File: src/rtl/rx_cs_pkg.sv
package rx_cs_pkg;

    localparam int CODE_W = 5;

    localparam logic [CODE_W-1:0] CG_IDLE = 5'b11111;
    localparam logic [CODE_W-1:0] CG_J    = 5'b11000;
    localparam logic [CODE_W-1:0] CG_K    = 5'b10001;
    localparam logic [CODE_W-1:0] CG_T    = 5'b01101;
    localparam logic [CODE_W-1:0] CG_R    = 5'b00111;

    typedef enum logic [1:0] {
        ST_IDLE    = 2'd0,
        ST_CARRIER = 2'd1,
        ST_DATA    = 2'd2,
        ST_FALSE   = 2'd3
    } rx_state_t;

    typedef struct packed {
        logic is_idle;
        logic is_j;
        logic is_k;
        logic end_pair;
        logic idle_pair;
    } pair_flags_t;

    typedef struct packed {
        logic crs;
        logic dv;
        logic er;
    } mac_ind_t;

    function automatic logic code_eq(input logic [CODE_W-1:0] a,
                                     input logic [CODE_W-1:0] b);
        return a == b;
    endfunction

endpackage

File: src/rtl/rcs_pair_track.sv
module rcs_pair_track
    import rx_cs_pkg::*;
(
    input  logic              clk,
    input  logic              rst,
    input  logic [CODE_W-1:0] code,
    output pair_flags_t       flags
);
    logic [CODE_W-1:0] prev_q;

    always_ff @(posedge clk) begin
        if (rst) prev_q <= CG_IDLE;
        else     prev_q <= code;
    end

    always_comb begin
        flags.is_idle   = code_eq(code, CG_IDLE);
        flags.is_j      = code_eq(code, CG_J);
        flags.is_k      = code_eq(code, CG_K);
        flags.end_pair  = code_eq(prev_q, CG_T) && code_eq(code, CG_R);
        flags.idle_pair = code_eq(prev_q, CG_IDLE) && code_eq(code, CG_IDLE);
    end
endmodule

File: src/rtl/rcs_state_fsm.sv
module rcs_state_fsm
    import rx_cs_pkg::*;
(
    input  logic        clk,
    input  logic        rst,
    input  pair_flags_t flags,
    output rx_state_t   state
);
    rx_state_t nxt;

    always_comb begin
        nxt = state;
        unique case (state)
            ST_IDLE: begin
                if (!flags.is_idle) nxt = flags.is_j ? ST_CARRIER : ST_FALSE;
            end
            ST_CARRIER: begin
                nxt = flags.is_k ? ST_DATA : ST_FALSE;
            end
            ST_DATA: begin
                if (flags.end_pair || flags.idle_pair) nxt = ST_IDLE;
            end
            ST_FALSE: begin
                if (flags.idle_pair) nxt = ST_IDLE;
            end
            default: nxt = ST_IDLE;
        endcase
    end

    always_ff @(posedge clk) begin
        if (rst) state <= ST_IDLE;
        else     state <= nxt;
    end
endmodule

File: src/rtl/rcs_ind_map.sv
module rcs_ind_map
    import rx_cs_pkg::*;
(
    input  rx_state_t state,
    input  logic      full_duplex,
    input  logic      tx_en,
    output mac_ind_t  ind
);
    logic rx_active;
    logic tx_cover;

    always_comb begin
        rx_active = (state != ST_IDLE);
        tx_cover  = !full_duplex && tx_en;
        ind.crs   = rx_active || tx_cover;
        ind.dv    = (state == ST_DATA);
        ind.er    = (state == ST_FALSE);
    end
endmodule

File: src/rtl/rx_carrier_sense.sv
module rx_carrier_sense
    import rx_cs_pkg::*;
(
    input  logic              clk,
    input  logic              rst,
    input  logic [CODE_W-1:0] rx_code,
    input  logic              full_duplex,
    input  logic              tx_en,
    output logic              crs,
    output logic              rx_dv,
    output logic              rx_er
);
    pair_flags_t flags;
    rx_state_t   state;
    mac_ind_t    ind;

    rcs_pair_track u_pair (
        .clk   (clk),
        .rst   (rst),
        .code  (rx_code),
        .flags (flags)
    );

    rcs_state_fsm u_fsm (
        .clk   (clk),
        .rst   (rst),
        .flags (flags),
        .state (state)
    );

    rcs_ind_map u_map (
        .state       (state),
        .full_duplex (full_duplex),
        .tx_en       (tx_en),
        .ind         (ind)
    );

    assign crs   = ind.crs;
    assign rx_dv = ind.dv;
    assign rx_er = ind.er;
endmodule

File: config.mk
export PLATFORM = sky130hd
export DESIGN_NAME = rx_carrier_sense
export DESIGN_NICKNAME = d
export VERILOG_FILES = /design/src/rtl/rx_cs_pkg.sv /design/src/rtl/rcs_pair_track.sv /design/src/rtl/rcs_state_fsm.sv /design/src/rtl/rcs_ind_map.sv /design/src/rtl/rx_carrier_sense.sv
export SDC_FILE = /design/constraint.sdc
export NUM_CORES = 1
export LEC_CHECK = 0
export ABC_AREA = 1
export BUFFER_PORTS_ARGS = -buffer_cell sky130_fd_sc_hd__buf_2
export CORE_AREA = 2 2 39 41
export DETAILED_ROUTE_END_ITERATION = 10
export DIE_AREA = 0 0 41 43
export SLEW_MARGIN = 5
export SYNTH_ARGS = -nofsm -noshare
export SYNTH_HDL_FRONTEND = slang
export SYNTH_SLANG_ARGS = --single-unit
File: constraint.sdc
create_clock -name clk -period 1.76 [get_ports clk]
set_clock_uncertainty 0.2 [all_clocks]
set_input_delay 0.352 -clock clk [delete_from_list [all_inputs] [get_ports clk]]
set_output_delay 0.352 -clock clk [all_outputs]
set_load 0.01 [all_outputs]
Yosys cells after proc, flatten, opt, wreduce, memory -nomap -nowiden
Cells that the tools add are included.
- register bits after elaboration: 7
- bits of input ports: 9
- output and inout port bits: 3
- logic and storage cells: 29
- eq/ne operators: 12
- mux-type cells: 6
- reductions and logical operators: 9
- operators by type and width (cell ; number):
    $eq A5 B5 Y1 const B ; 4
    $mux W2 ; 4
    $pmux W2 S4 ; 1
    $eq A5 B3 Y1 const B ; 1
    $eq A5 B4 Y1 const B ; 1
    $eq A2 B2 Y1 const B ; 2
    $ne A2 B1 Y1 const B ; 2
    $logic_and A1 B1 Y1 ; 3
    $reduce_and A3 Y1 ; 1
    $eq A2 B1 Y1 const B ; 1
    $logic_not A2 Y1 ; 1
    $logic_or A1 B1 Y1 ; 2
    $ne A2 B2 Y1 const B ; 1
    $reduce_bool A2 Y1 ; 1
    $logic_not A1 Y1 ; 1
    $mux W1 ; 1

Longest topological paths before layout
Gate-level depths: netlist of the first run.
- depth after elaboration: 5
- depth in mapped cells: 8
- mapped depth without buffers: 8

By module
A second synthesis of the first run with hierarchy kept.
- cells, all modules: 65
- area total of the unflattened synthesis: 394.1 um2
- by module, submodules not included (module ; instances ; cells each ; area each (um2) ; sequential area each (um2)):
    rcs_pair_track ; 1 ; 38 ; 241.5 ; 100.1
    rcs_state_fsm ; 1 ; 19 ; 120.1 ; 40.0
    rcs_ind_map ; 1 ; 8 ; 32.5 ; 0.0

Least setup slack after synthesis of the first run
No wires, ideal clock.
- path type: input to register
- start: input rx_code[4]
- end: register u_fsm.state[1]
- setup time: 0.121 ns
- arrival time: 0.908 ns
- required time: 1.439 ns
- path slack: 0.532 ns
- stages on the path: 7
- path buffers: 0
- path through: nand2_1 -> nor2_2 -> nand2_2 -> a21oi_2 -> nand3_1 -> nand2_1 -> nor2_1
- cells in the longest elaborated chain, start to end: 5
- elaborated cells on any way between the ends: 13
- those cells by class: 6 x eq/ne; 3 x mux; 4 x reduce/logical
- RTL lines (what ; line ; source):
    start: declaration ; rx_carrier_sense.sv:6 ; input logic [CODE_W-1:0] rx_code,
    $eq A5 B3 Y1 or $eq A5 B5 Y1 (tied branches) ; rx_cs_pkg.sv:34 ; return a == b;
    $logic_and A1 B1 Y1, on equally long branches ; rcs_pair_track.sv:20, rcs_pair_track.sv:21 ;
    $logic_or A1 B1 Y1 ; rcs_state_fsm.sv:21 ; if (flags.end_pair || flags.idle_pair) nxt = ST_IDLE;
    $ne A2 B1 Y1 (no source line) ; n/a ;
    $reduce_and A3 Y1 (no source line) ; n/a ;
    end signal: assignment ; rcs_state_fsm.sv:32 ; else state <= nxt;
    end: declaration ; rcs_state_fsm.sv:7 ; output rx_state_t state
Several ways; a longest one is shown, not always the timed one. The select of a mux whose other input is x is not followed.
A chain may end at the register's enable or synchronous reset.

Final worst setup path of the first run
- start: register u_fsm.state[0]
- end: output crs
- cells in the longest elaborated chain, start to end: 2
- RTL lines (what ; line ; source):
    $reduce_bool A2 Y1 ; rcs_ind_map.sv:13 ; rx_active = (state != ST_IDLE);
    $logic_or A1 B1 Y1 ; rcs_ind_map.sv:15 ; ind.crs = rx_active || tx_cover;
    end: declaration ; rx_carrier_sense.sv:9 ; output logic crs,
No other way between the ends.

==> impl_metrics.ini, run 1 <==
[cells_and_area]
mostFrequentLayoutCells = 14 x nand2_1, 12 x inv_1, 11 x buf_2
multiInputGateArea_um2 = 176
nFillCells = 159
drive_above_1_share_pct = 28.6
area_growth_pct = 28.4
regArea_um2 = 140
instances_no_fill = 86
final_common_cell = nand2_1
diodes = 0
nNetsFinal = 80

[placement]
dp_slack_ns = 0.353
dp.cells = 82
dp_hpwl_um = 570
portBuffers = 11
place_congestion = 0.772

[critical_path]
worstPathArrival_ns = 1.08
path_cells = inv_1 > nand2_1 > o21bai_1 > buf_2
crit_required_ns = 1.21
setup.worst_path.end_class = output pin
timing_worst_setup_path_type = reg2out
crit_slowest_cell = dfxtp_1
reg2reg_depth = 6
worst_path_largest_cell_delay_ns = 0.40
cp-start-kind = register
crit_fanout = 5

[synthesis]
syn-cell-area_um2 = 362
yosysTopAreaCell = dfxtp_1
syn_avg_cell_area_um2 = 6.57
synth_top_area_share_pct = 38.8
synth-seq-cells = 7
ys_warn_count = 0
ys_seq_area_share_pct = 38.8
synth_nets = 64
yosysUniqueCellTypes = 14
syn-instance-count = 55
synth_area_leaders = dfxtp_1 39%, nand2_1 15%, inv_1 12%

[clocking]
cts_post_setup_buffers_inserted = 0
cts_max_level = 1
clk_latency_ns = 0.26
cts_resized = 0
root_buffer = clkbuf_4
cts_tree = built
clockBufferDepth = 2
clk_pin_slew_ns = 0.06
numCtsBuffers = 3
holdBufCountCts = 0
cts_num_sinks = 7

[sta]
rsz0062_at_grt = false
setup_tns_ns = 0
finalHoldViolCount = 0
finalSetupViolCount = 0
period_minus_slack_ns = 1.64
fmax_mhz = 611
max-slew-margin-rel_pct = 86.5
slew_viol_final = 0
tightest_slew_ns = 0.202
setup_slack_ns = 0.123
fin_crit_sh_pct = 93.0

[floorplanning]
fp-row-count = 14
die_height_um = 43
dieArea_um2 = 1760
die_x_um = 41
ioPinCount = 12
coreArea_um2 = 1380
initial_core_util_pct = 26.1

[power_and_ir_drop]
seqPwrFrac_pct = 43.2
peakVddDrop_v = 0.000271
switching_share_pct = 30.5
p_switching_w = 0.000128
p_int_w = 0.000291
power.leakage_nw = 0.263
p_per_area_nw_per_um2 = 902
p_comb_share_pct = 20.8
clkPwrFrac_pct = 36.0
power.total_w = 0.000419

[global_route]
grt.total_usage_pct = 9.76
grt_pass1_wl_um = 1160
antenna_found_initial = 0
grt_max_degree = 8
grt_pass1_vias = 328
grt_overflow = 0

[drt]
drtAntennaViolNets = 0
drt-wirelength-per-cell_um = 8.36
via_per_inst = 4.35
routed_wl_um = 719
drt_iter0_markers = 8
drcViolationCount = 0
drtPass1Iterations = 4
vias = 374

[min_path]
hold_depth = 3
hp-class = in2reg

[flow_run]
maxCapViolCount = 0

[outcome]
status = finished, final reports clean
[final timing paths]
kind                                startpoint               end  slack, ns
worst max register to register  u_fsm.state[0]    u_fsm.state[0]       0.47
worst min register to register  u_fsm.state[0]    u_fsm.state[0]       0.37
worst max-delay path            u_fsm.state[0]               crs       0.12
worst min-delay path                rx_code[3]  u_pair.prev_q[3]       0.11
[worst max-delay path: cells and delay by family (launching register included)]
kind | cells | cell delay (ns)
AOI/OAI and AO/OA | 1 | 0.10
buffers and inverters | 2 | 0.22
DFF | 1 | 0.40
and+or+nand+nor | 1 | 0.10
[cell families after synthesis]
kind of cell / count (synthesis) / share of synthesized area, %
AOI/OAI and AO/OA: 5 / 8.65
buffers and inverters: 12 / 12.5
DFF: 7 / 38.8
and+or+nand+nor: 31 / 40.1
[registers in the layout, summed over array words and instances (netlist names)]
| register | flops |
|---|---|
| u_fsm.state | 2 |
| u_pair.prev_q | 5 |
[synth_stat cells]
cell,number
nor2_1,6
o21bai_1,1
nand2_2,1
o21ai_0,2
a21oi_1,1
nor2_2,1
nand3_2,1
inv_1,12
nand3_1,5
dfxtp_1,7
nor3_2,1
a21oi_2,1
nand4_1,2
nand2_1,14
[power groups by stage]
stage               Combinational, W  Sequential (W)  Clock [W]
finish                     0.0000871        0.000181   0.000151
global route                0.000100        0.000182   0.000165
CTS                        0.0000874        0.000181   0.000149
detailed placement         0.0000866        0.000184          0
global placement           0.0000863        0.000184          0
floorplan                  0.0000584        0.000182          0
[through the flow]
stage / hold WS, ns / cell area (µm²) / utilization (%)
final: 0.111 / 464 / 33.5
after global routing: 0.123 / 464 / 33.5
after CTS: 0.117 / 464 / 33.5
after detailed placement: 0.361 / 437 / 31.6
after global placement: 0.366 / 437 / 31.6
after floorplan: 0.248 / 362 / -
[per-layer routing]
layer / track usage [%] / routed length (µm) / up-vias
li1: - / - / 198
met1: 12.3 / 344 / 160
met2: 13.8 / 305 / 13
met3: 1.57 / 49 / 3
met4: 8.00 / 20 / 0
met5: 0 / 0 / -
[layout make-up]
type	count	area share [%]
Multi-Input combinational cell	36	38.0
Sequential cell	7	30.2
Timing Repair Buffer	11	11.9
Inverter	12	9.70
Clock buffer	3	4.85
Tap cell	16	4.31
Clock inverter	1	1.08
Power figures use the tool's default switching activity.
==> run 2: changes to the inputs <==
CTS_BUF_LIST = sky130_fd_sc_hd__clkbuf_8 sky130_fd_sc_hd__clkbuf_16   (was not set)
PLACE_DENSITY = 0.47   (was not set)
SYNTH_HIERARCHICAL = 1   (was not set)
==> run 2 against run 1 <==
Register-to-register slack better by 0.06 ns. Via count up 8.8%. Sequential power about the same. Cell count up 12%. Critical path depth down 1. Maximum frequency up 12%. Critical endpoint unchanged. Largest power group is now the clock network.
==> impl_metrics.ini, run 2 <==
[critical_path]
cp-start-kind = register
timing_worst_setup_path_type = reg2out
crit_required_ns = 1.21
crit_fanout = 6
setup.worst_path.end_class = output pin
worstPathArrival_ns = 0.91

[sta]
period_minus_slack_ns = 1.46
fin_crit_sh_pct = 83.0
setup_slack_ns = 0.299
tightest_slew_ns = 0.227
setup_tns_ns = 0
max-slew-margin-rel_pct = 84.8
rsz0062_at_grt = false
fmax_mhz = 684
slew_viol_final = 0
finalHoldViolCount = 0
finalSetupViolCount = 0

[cells_and_area]
largest_register_ffs = 5
nFillCells = 170
final_common_cell = nand2_1
mostFrequentLayoutCells = 17 x nand2_1, 13 x inv_1, 11 x buf_2
drive_above_1_share_pct = 32.5
regMostFlops = u_pair/prev_q
top_regs = u_pair/prev_q: 5 flops, u_fsm/state: 2 flops
diodes = 0
fin_area_um2 = 514
nNetsFinal = 90
utilization_pct = 37.2
area_growth_pct = 30.5

[synthesis]
synth_top_area_share_pct = 35.6
ys_warn_count = 6
synth_nets = 74
syn-instance-count = 65
yosysTopAreaCell = dfxtp_1
synth_area_leaders = dfxtp_1 36%, nand2_1 16%, inv_1 11%
syn-cell-area_um2 = 394
synth_edf_count = 0
yosysUniqueCellTypes = 11
synth-seq-cells = 7
synth_ff_type = dfxtp_1
synth.most_common_cell = nand2_1
synthArstFlopShare_pct = 0
synthTopCellsByCount = 17 x nand2_1, 12 x inv_1, 9 x nor2_1
ys_seq_area_share_pct = 35.6
syn_avg_cell_area_um2 = 6.06

[drt]
routed_wl_um = 846
drt_iter0_markers = 10
drtPass1Iterations = 4
drt-wirelength-per-cell_um = 8.81
drcViolationCount = 0
via_per_inst = 4.24
vias = 407
drtAntennaViolNets = 0

[clocking]
holdBufCountCts = 0
root_buffer = clkbuf_8
cts_resized = 0
clockBufferDepth = 2
cts_tree = built
clk_pin_slew_ns = 0.04
clk_latency_ns = 0.23
numCtsBuffers = 3
cts_num_sinks = 7
cts_max_level = 1
cts_post_setup_buffers_inserted = 0

[min_path]
hp-class = in2reg

[floorplanning]
initial_core_util_pct = 28.5
coreArea_um2 = 1380
fp-row-count = 14
ioPinCount = 12
die_height_um = 43
die_x_um = 41
dieArea_um2 = 1760

[power_and_ir_drop]
p_per_area_nw_per_um2 = 915
p_int_w = 0.000350
p_comb_share_pct = 14.9
switching_share_pct = 25.7
seqPwrFrac_pct = 38.0
p_switching_w = 0.000121
peakVddDrop_v = 0.000329
power.leakage_nw = 0.300
clkPwrFrac_pct = 47.0

[global_route]
grt_pass1_vias = 323
grt_overflow = 0
grt.total_usage_pct = 10.7
grt_pass1_wl_um = 1190
grt_max_degree = 7
antenna_found_initial = 0

[placement]
dp_slack_ns = 0.345
dp_hpwl_um = 658
place_area_um2 = 469
portBuffers = 11
place_congestion = 0.740

[flow_run]
maxCapViolCount = 0

[outcome]
status = finished, final reports clean
## run 2: changes by cell type after synthesis, sizes merged, moves of 2 or more
cell,delta
o21ai,-2
nor2,+5
nand4,-2
nand2,+6
inv,+3
## run 2: routing by layer
layer / up-vias / GRT usage (%) / share of wire, %
li1: 218 / - / -
met1: 175 / 11.1 / 41
met2: 14 / 16.9 / 51
met3: 0 / 3.14 / 7.8
met4: 0 / 8.00 / 0
met5: - / 0 / 0
## run 2: path summary, 6_finish.rpt
check / from / end / slack [ns] / depth (start not counted)
min reg2reg: u_fsm/state[0] / u_fsm/state[0] / 0.39 / 2
min: rst / u_fsm/state[1] / 0.13 / 2
max reg2reg: u_pair/prev_q[4] / u_fsm/state[0] / 0.53 / 8
max: u_fsm/state[0] / crs / 0.30 / 3
## run 2: cell families after synthesis
kind of cell	count (synthesis)	synth area share, %
buffers and inverters	15	14.3
AND/OR/NAND/NOR	41	47.6
flip-flops	7	35.6
AO/OA/AOI/OAI	2	2.54
## run 2: worst max-delay path, stage by stage, from the launching register on
cell     delay, ns
dfxtp_1       0.43
nor2_1        0.08
nand2_1       0.06
buf_2         0.12
## run 2: cell type report
type | count | area [µm²] | share of cell area, %
multi-input cells | 43 | 198 | 38.4
flip-flops and latches | 7 | 140 | 27.3
inverters | 15 | 56.3 | 10.9
repair buffers | 11 | 55.1 | 10.7
clock buffers | 3 | 41.3 | 8.03
well taps | 16 | 20.0 | 3.89
clock inverters | 1 | 3.75 | 0.730
## run 2: power by group through the flow
stage	registers [W]	logic [W]	clock network (W)
2_1_floorplan	0.000180	0.0000456	0
3_3_place_gp	0.000182	0.0000693	0
3_5_place_dp	0.000182	0.0000704	0
4_1_cts	0.000179	0.0000710	0.000228
5_1_grt	0.000180	0.0000794	0.000242
6_report	0.000179	0.0000702	0.000221
## run 2: metrics by stage
step / hold WS [ns] / power (W) / cells
finish: 0.131 / 0.000470 / 96
global route: 0.136 / 0.000501 / 96
CTS: 0.134 / 0.000478 / 96
detailed placement: 0.366 / 0.000252 / 92
global placement: 0.363 / 0.000252 / 92
floorplan: 0.221 / 0.000225 / 65
==> run 3: changes to the inputs <==
PLACE_DENSITY = 0.49   (was 0.47)
clock period = 1.3 ns   (was 1.76 ns; I/O delays follow)
==> run 3 against run 2 <==
Flip-flop and latch count stayed put. Die area did not move. Critical path depth stayed put. Wire length is 11% lower. Worst setup slack worse by 0.28 ns. Sequential share of layout area down 0.65 points. Global-route usage fell by 0.32 points. First-iteration DRC count shrank 90%. Count of clock-buffer cells in the layout stayed put. Hold slack worse by 0.10 ns. Largest cell class unchanged.
==> impl_metrics.ini, run 3 (same netlist as run 2, synthesis figures left out) <==
[floorplanning]
initial_core_util_pct = 28.5
die_height_um = 43
dieArea_um2 = 1760
die_x_um = 41
ioPinCount = 12
fp-row-count = 14
coreArea_um2 = 1380

[drt]
vias = 393
drt_iter0_markers = 1
drtAntennaViolNets = 0
drcViolationCount = 0
via_per_inst = 4.01
routed_wl_um = 757
drtPass1Iterations = 4
drt-wirelength-per-cell_um = 7.72

[critical_path]
crit_fanout = 5
timing_worst_setup_path_type = reg2out
worstPathArrival_ns = 0.82
cp-start-kind = register
setup.worst_path.end_class = output pin
crit_required_ns = 0.84
reg2reg_depth = 9

[global_route]
grt.total_usage_pct = 10.4
antenna_found_initial = 0
grt_pass1_vias = 327
grt_max_degree = 6
grt_overflow = 0
grt_pass1_wl_um = 1190

[clocking]
cts_tree = built
holdBufCountCts = 0
root_buffer = clkbuf_8
cts_max_level = 1
clockBufferDepth = 2
numCtsBuffers = 3
cts_num_sinks = 7
clk_pin_slew_ns = 0.04
clk_latency_ns = 0.22

[cells_and_area]
final_common_cell = nand2_1
fin_area_um2 = 546
multiInputGateArea_um2 = 203
top_regs = u_pair/prev_q: 5 flops, u_fsm/state: 2 flops
largest_register_ffs = 5
mostFrequentLayoutCells = 17 x nand2_1, 13 x inv_1, 10 x buf_2
nNetsFinal = 92
nFillCells = 147
regMostFlops = u_pair/prev_q
area_growth_pct = 38.4
drive_above_1_share_pct = 39.0
regArea_um2 = 145
diodes = 0

[sta]
slew_viol_final = 0
fmax_mhz = 783
setup_slack_ns = 0.0230
hold_slack_ns = 0.0290
finalSetupViolCount = 0
tightest_slew_ns = 0.128
period_minus_slack_ns = 1.28
rsz0062_at_grt = true
finalHoldViolCount = 0
fin_crit_sh_pct = 98.2
max-slew-margin-rel_pct = 91.5

[min_path]
hold_depth = 2
hp-class = in2reg

[outcome]
status = finished, final reports clean

[placement]
portBuffers = 11
place_area_um2 = 477
place_congestion = 0.725
dp_hpwl_um = 597
dp_slack_ns = -0.0286

[flow_run]
maxCapViolCount = 0

[power_and_ir_drop]
peakVddDrop_v = 0.00102
p_per_area_nw_per_um2 = 1180
power.leakage_nw = 0.313
==> run 3: changes by cell type in the layout (fill, tap and decap cells not counted) <==
cell	change
dfxtp_1	-2
buf_2	-1
buf_6	+1
nor2_1	-2
dfxtp_2	+1
nor2_2	+2
buf_4	+2
dfxtp_4	+1
==> run 3: final cells by class <==
class | count | area share [%]
tap | 16 | 3.67
multi-input combinational | 43 | 37.2
clock inverter | 1 | 0.688
clock buffer | 3 | 7.57
timing repair buffer | 13 | 14.0
sequential | 7 | 26.6
inverter | 15 | 10.3
==> run 3: critical path, stage by stage, from the launching register on <==
cell and delay, ns:
dfxtp_4 0.35, nor2_2 0.07, nand2_1 0.06, buf_6 0.11
==> run 3: repair_timing <==
item,in CTS,in global routing
endpoints found under the setup margin,3,3
pin swaps,2,1
cloned,0,0
resized for setup,3,3
setup buffers,1,0
endpoints found under the hold margin,0,0
==> run 3: worst paths after layout <==
kind	startpoint	end	slack, ns
max	u_fsm/state[0]	crs	0.02
min	rst	u_fsm/state[1]	0.03
max reg2reg	u_pair/prev_q[2]	u_fsm/state[0]	0.10
min reg2reg	u_fsm/state[1]	u_fsm/state[1]	0.42
==> run 3: stage by stage <==
| step | power [W] | TNS [ns] | std cells | utilization, % |
|---|---|---|---|---|
| after floorplan | 0.000305 | 0 | 65 | - |
| after global placement | 0.000344 | -0.0108 | 93 | 34.4 |
| after detailed placement | 0.000343 | -0.0286 | 93 | 34.4 |
| after CTS | 0.000644 | -0.00298 | 98 | 38.6 |
| after global routing | 0.000681 | -0.0562 | 98 | 39.4 |
| final | 0.000642 | 0 | 98 | 39.4 |
==> run 3: report_power, final <==
part           internal (W)  switching, W  leakage (nW)
clock network      0.000203     0.0000872        0.0269
registers          0.000232     0.0000115        0.0592
logic             0.0000496     0.0000589         0.227
total              0.000485      0.000158         0.313
==> run 3: per-layer routing <==
metal  global-route usage [%]  routed length (µm)  vias up
met5                        0                   0        -
met4                     4.00                   0        0
met3                     6.28                  44        0
met2                     15.0                 352       14
met1                     12.0                 360      156
li1                         -                   -      223
